==> config.mk <==
export PLATFORM = sky130hd
export DESIGN_NAME = errlatch_csr
export DESIGN_NICKNAME = d
export VERILOG_FILES = /design/src/rtl/errlatch_pkg.sv /design/src/rtl/errlatch_live.sv /design/src/rtl/errlatch_snap.sv /design/src/rtl/errlatch_irq.sv /design/src/rtl/errlatch_csr.sv
export SDC_FILE = /design/constraint.sdc
export NUM_CORES = 1
export LEC_CHECK = 0
export ABC_AREA = 1
export BUFFER_PORTS_ARGS = -buffer_cell sky130_fd_sc_hd__buf_2
export CAP_MARGIN = 20
export CORE_ASPECT_RATIO = 0.6
export CORE_MARGIN = 3
export CORE_UTILIZATION = 45
export CTS_BUF_LIST = sky130_fd_sc_hd__clkbuf_4 sky130_fd_sc_hd__clkbuf_8 sky130_fd_sc_hd__clkbuf_16
export DETAILED_ROUTE_END_ITERATION = 8
export GPL_ROUTABILITY_DRIVEN = 1
export PLACE_DENSITY = 0.92
export SETUP_SLACK_MARGIN = 0.4
export SYNTH_ARGS = -nofsm -noshare
export SYNTH_HDL_FRONTEND = slang
export SYNTH_SLANG_ARGS = --single-unit
export TNS_END_PERCENT = 20
==> constraint.sdc <==
create_clock -name clk -period 2 [get_ports clk]
set_clock_uncertainty 0.1 [all_clocks]
set_input_delay 0.4 -clock clk [delete_from_list [all_inputs] [get_ports clk]]
set_output_delay 0.4 -clock clk [all_outputs]
set_load 0.02 [all_outputs]
==> src/rtl/errlatch_pkg.sv <==
package errlatch_pkg;
  typedef enum logic {
    MODE_MODERN = 1'b0,
    MODE_LEGACY = 1'b1
  } esr_mode_e;

  typedef struct packed {
    logic snap;   // copy live into snapshot
    logic clr;    // clear live bits (events still merge in)
    logic rd;     // capture read data
  } esr_ctl_t;
endpackage

==> src/rtl/errlatch_live.sv <==
module errlatch_live #(
  parameter int ERR_W = 8
) (
  input  logic             clk,
  input  logic             rst_n,
  input  logic             clr,
  input  logic [ERR_W-1:0] evt,
  output logic [ERR_W-1:0] live_q,
  output logic [ERR_W-1:0] live_d
);
  for (genvar b = 0; b < ERR_W; b++) begin : g_bit
    // sticky bit: a clear drops history, a same-edge event survives it
    assign live_d[b] = (live_q[b] & ~clr) | evt[b];

    always_ff @(posedge clk or negedge rst_n) begin
      if (!rst_n) live_q[b] <= 1'b0;
      else        live_q[b] <= live_d[b];
    end
  end
endmodule

==> src/rtl/errlatch_snap.sv <==
module errlatch_snap #(
  parameter int ERR_W  = 8,
  parameter int DATA_W = 32
) (
  input  logic              clk,
  input  logic              rst_n,
  input  logic              snap,
  input  logic              rd,
  input  logic              legacy,
  input  logic [ERR_W-1:0]  live,
  output logic [ERR_W-1:0]  latch_q,
  output logic [DATA_W-1:0] rdata
);
  localparam int PAD_W = DATA_W - ERR_W;

  logic [ERR_W-1:0]  rd_src;
  logic [DATA_W-1:0] rdata_d;

  assign rd_src  = legacy ? live : latch_q;
  assign rdata_d = {{PAD_W{1'b0}}, rd_src};

  always_ff @(posedge clk or negedge rst_n) begin
    if (!rst_n)     latch_q <= '0;
    else if (snap)  latch_q <= live;
  end

  always_ff @(posedge clk or negedge rst_n) begin
    if (!rst_n)   rdata <= '0;
    else if (rd)  rdata <= rdata_d;
  end
endmodule

==> src/rtl/errlatch_irq.sv <==
module errlatch_irq #(
  parameter int ERR_W = 8
) (
  input  logic             clk,
  input  logic             rst_n,
  input  logic [ERR_W-1:0] live_q,
  input  logic [ERR_W-1:0] live_d,
  input  logic             mask,
  output logic             irq
);
  logic rising;

  assign rising = ~(|live_q) & (|live_d) & ~mask;

  always_ff @(posedge clk or negedge rst_n) begin
    if (!rst_n) irq <= 1'b0;
    else        irq <= rising;
  end
endmodule

==> src/rtl/errlatch_csr.sv <==
module errlatch_csr
  import errlatch_pkg::*;
#(
  parameter int ERR_W         = 8,
  parameter int DATA_W        = 32,
  parameter bit LEGACY_WR_BUG = 1'b0
) (
  input  logic              clk,
  input  logic              rst_n,
  input  logic              reg_sel,
  input  logic              reg_wr,
  input  logic              reg_rd,
  input  logic [DATA_W-1:0] reg_wdata,
  output logic [DATA_W-1:0] reg_rdata,
  input  logic [ERR_W-1:0]  err_evt,
  input  logic              legacy_mode,
  input  logic              irq_mask,
  output logic              irq_pulse
);
  esr_mode_e        mode;
  esr_ctl_t         ctl;
  logic             wr_hit, rd_hit, wdata_unused;
  logic [ERR_W-1:0] live_q, live_d, latch_q;

  assign mode         = esr_mode_e'(legacy_mode);
  assign wr_hit       = reg_sel & reg_wr;
  assign rd_hit       = reg_sel & reg_rd;
  assign wdata_unused = ^reg_wdata;

  always_comb begin
    ctl.rd = rd_hit;
    if (mode == MODE_MODERN) begin
      ctl.snap = wr_hit;
      ctl.clr  = wr_hit;
    end else begin
      ctl.snap = 1'b0;
      ctl.clr  = rd_hit | (LEGACY_WR_BUG & wr_hit);
    end
  end

  errlatch_live #(.ERR_W(ERR_W)) u_live (
    .clk    (clk),
    .rst_n  (rst_n),
    .clr    (ctl.clr),
    .evt    (err_evt),
    .live_q (live_q),
    .live_d (live_d)
  );

  errlatch_snap #(.ERR_W(ERR_W), .DATA_W(DATA_W)) u_snap (
    .clk     (clk),
    .rst_n   (rst_n),
    .snap    (ctl.snap),
    .rd      (ctl.rd),
    .legacy  (mode == MODE_LEGACY),
    .live    (live_q),
    .latch_q (latch_q),
    .rdata   (reg_rdata)
  );

  errlatch_irq #(.ERR_W(ERR_W)) u_irq (
    .clk    (clk),
    .rst_n  (rst_n),
    .live_q (live_q),
    .live_d (live_d),
    .mask   (irq_mask),
    .irq    (irq_pulse)
  );
endmodule

==> metrics.md <==
| Metric | Value |
|---|---|
| Run status | finished clean |
| Final antenna-violating net count | 0 |
| Least-Margin Pin Slew | roughly 550 ps |
| Flip-flop and latch count after synthesis | 25 |
| Crit path capture | u_irq.irq$_DFF_PN0_ |
| Tightest Hold Check Type | in -> async |
| Unrepaired setup endpoints after global routing | false |
| Pins Over Slew Limit | 0 |
| Worst IR Drop VDD | a little over 0.0004 V |
| First-pass GRT wire length | between 3000 and 4000 um |
| Warning count from the yosys run | 0 |
| Height of the die | about 47 um |
| Placement Rows | 14 |
| Pin count of the biggest net entering global routing | 26 |
| Setup Buffers After CTS | 0 |
| Origin of the critical flop-to-flop path | u_live.live_q[5]$_DFF_PN0_ |
| Worst setup path startpoint | legacy_mode |
| R2R Path End | u_irq.irq$_DFF_PN0_ |
| Number of vias per cell after detailed routing | roughly 4.6 |
| Syn Std Cell Area | 0.00128 mm2 |
| Max clock buf depth | 2 |
| Number of gates resized after CTS | 0 |
| Root cell of the clock tree | sky130_fd_sc_hd__clkbuf_8 |
| Number of antenna violations at the first check in global routing | 0 |
| Sequential fraction of the synthesis area | 0.488 |
| Number of detailed-route iterations in the first pass | 4 |
| Clock insertion delay at the later pin of the skew report | between 200 and 300 ps |
| Commonest non-fill, non-tap cells in the layout | sky130_fd_sc_hd__dfrtp_1 (25), sky130_fd_sc_hd__conb_1 (24), sky130_fd_sc_hd__buf_2 (23) |
| Proportion of layout cells with a drive suffix above 1 | 0.231 |
| Sink Count | 25 |
| Most common library cell in the layout ignoring fill and taps | sky130_fd_sc_hd__dfrtp_1 |
| Count of boundary I/O pins | 80 |
| Static Leak | 0.725 nW |
| DRC | 0 |
| Worst relative slew slack | 0.631 |
| Power Dens Cells | about 870 mW/mm2 |
| Number of buffers created by CTS | 3 |
| Die X-Extent | 74.9 um |
| Setup Viol. Count Final | 0 |
| Clock tree from TritonCTS | built |
| Count of input and output buffers | 23 |
| Final sum of negative setup slack | 0 ps |
| Overall via count from detail_route | 876 |
| CTS clock-pin slew for the worst setup and hold paths | 80 ps |
| RePlAce Congestion | 0.779 |
| Congestion Overflow GR | 0 |
| Placeable core region | 0.00261 mm2 |
| Number of nets in the layout | between 200 and 250 |
| Slack of the worst reg-to-reg path | ~860 ps |
| Mean area per synthesized cell | about 9.4 um2 |
| Peak Freq | between 0.7 and 0.8 GHz |
| Effective utilization at floorplan | 0.491 |
| Total chip power | 1.19 mW |
| Aggregate global-route resource usage | 0.141 |
| Layout-stage area growth over the synthesis result | 6.84% |
| Vias in the first global route | a little under 800 |
| Number of cells traversed by the worst register-to-register path | 3 |
| Class of the most critical setup path | in -> reg |
| Number of library cell types mapped by synthesis | 18 |
| Type of element capturing the critical path | flop |
| Max-capacitance violation count | 0 |
| Worst Path Max Fanout | 18 |
| Hold Vio Cnt, Final | 0 |
| Cts hold-fix bufs | 0 |
| H-tree levels | 1 |
| Average detailed-routed wire length per instance | around 13 um |
| Core occupancy in the finished layout | 0.524 |
| Type of element launching the critical path | primary input |
| Share of the clock period used by the worst path after layout | 0.687 |
| Gate Count Post-Synth | between 100 and 150 |
| ANT cells | 0 |
| Iter 0 DRT Violations | 86 |
| Die area | between 0.003 and 0.004 mm2 |
| Data arrival time of the critical path | between 1000 and 1500 ps |
| Data required time at the worst endpoint | 2070 ps |
| Clock period minus worst slack | between 1000 and 1500 ps |
| Final HPWL DP | between 1500 and 2000 um |
| Aggregate routed wire length | between 2000 and 2500 um |
==> worst min path at each step <==
| stage | start | endpoint | slack, ps |
|---|---|---|---|
| final | rst_n | u_snap.rdata[0]$_DFFE_PN0P_ | 6 |
| after floorplan | rst_n | u_irq.irq$_DFF_PN0_ | 4 |
| after detailed placement | rst_n | u_snap.rdata[5]$_DFFE_PN0P_ | 320 |
| after global placement | rst_n | u_snap.rdata[5]$_DFFE_PN0P_ | 300 |
| after CTS | rst_n | u_snap.latch_q[7]$_DFFE_PN0P_ | 20 |
| after global routing | rst_n | u_snap.rdata[6]$_DFFE_PN0P_ | 40 |
==> state kept, by name, summed over array words and instances (netlist names) <==
register,count
u_irq.irq,1
u_snap.rdata,8
u_live.live_q,8
u_snap.latch_q,8
==> per-stage QoR <==
stage / hold slack, ps / instances / setup WS [ps] / cell area [um2]
4_1_cts: 24.4 / 192 / 614 / 1370
3_3_place_gp: 305 / 188 / 363 / 1320
3_5_place_dp: 318 / 188 / 334 / 1320
5_1_grt: 35.6 / 192 / 513 / 1370
6_report: 5.63 / 192 / 626 / 1370
2_1_floorplan: 4.41 / 159 / 639 / 1370
==> layout make-up <==
class                      count  area, um2
fill                         256       1240
sequential                    25        626
multi-input combinational     96        489
timing repair buffer          23        115
inverter                      12       50.0
clock buffer                   4       48.8
tap                           32       40.0
==> layer usage <==
| layer | part of all wire | vias to the layer above | wire length (um) | GRT usage |
|---|---|---|---|---|
| li1 | - | 440 | - | - |
| met1 | 0.48 | 403 | 1150 | 0.190 |
| met2 | 0.43 | 29 | 1040 | 0.202 |
| met3 | 0.079 | 4 | 189 | 0.0598 |
| met4 | 0.010 | 0 | 25 | 0.0532 |
| met5 | 0 | - | 0 | 0 |
==> critical path: stages <==
cell and delay (ps):
sky130_fd_sc_hd__buf_2 180, sky130_fd_sc_hd__inv_6 120, sky130_fd_sc_hd__nand3_4 210, sky130_fd_sc_hd__nand3_1 170, sky130_fd_sc_hd__nand2_2 60, sky130_fd_sc_hd__nor2_1 100, sky130_fd_sc_hd__nand2_1 60, sky130_fd_sc_hd__nor2_1 100
sky130_fd_sc_hd__nor2_1 50
==> Yosys cell counts (all sizes together) <==
| master | number | share of area |
|---|---|---|
| nand4 | 1 | 0.0049 |
| inv | 12 | 0.039 |
| nand3 | 10 | 0.053 |
| nand2 | 21 | 0.063 |
| buf | 26 | 0.16 |
| nor3 | 1 | 0.0039 |
| nor2 | 14 | 0.041 |
| nor4 | 1 | 0.0049 |
| conb | 1 | 0.0029 |
| mux2 | 6 | 0.070 |
| a21oi | 16 | 0.063 |
| o21ai | 2 | 0.0078 |
| dfrtp | 25 | 0.49 |
==> cell families after synthesis <==
family / Yosys count / share of synthesized area
other: 1 / 0.00293
AND/OR/NAND/NOR: 48 / 0.171
AO/OA/AOI/OAI: 18 / 0.0703
multiplexers: 6 / 0.0703
buffers and inverters: 38 / 0.197
flip-flops: 25 / 0.488
==> power breakdown <==
group	leakage [nW]	internal (mW)	total [mW]	switching [mW]
sequential	0.265	0.574	0.619	0.0452
combinational	0.433	0.0915	0.253	0.162
clock	0.0262	0.156	0.315	0.159
Note: power is estimated with default switching activity, not from simulation.
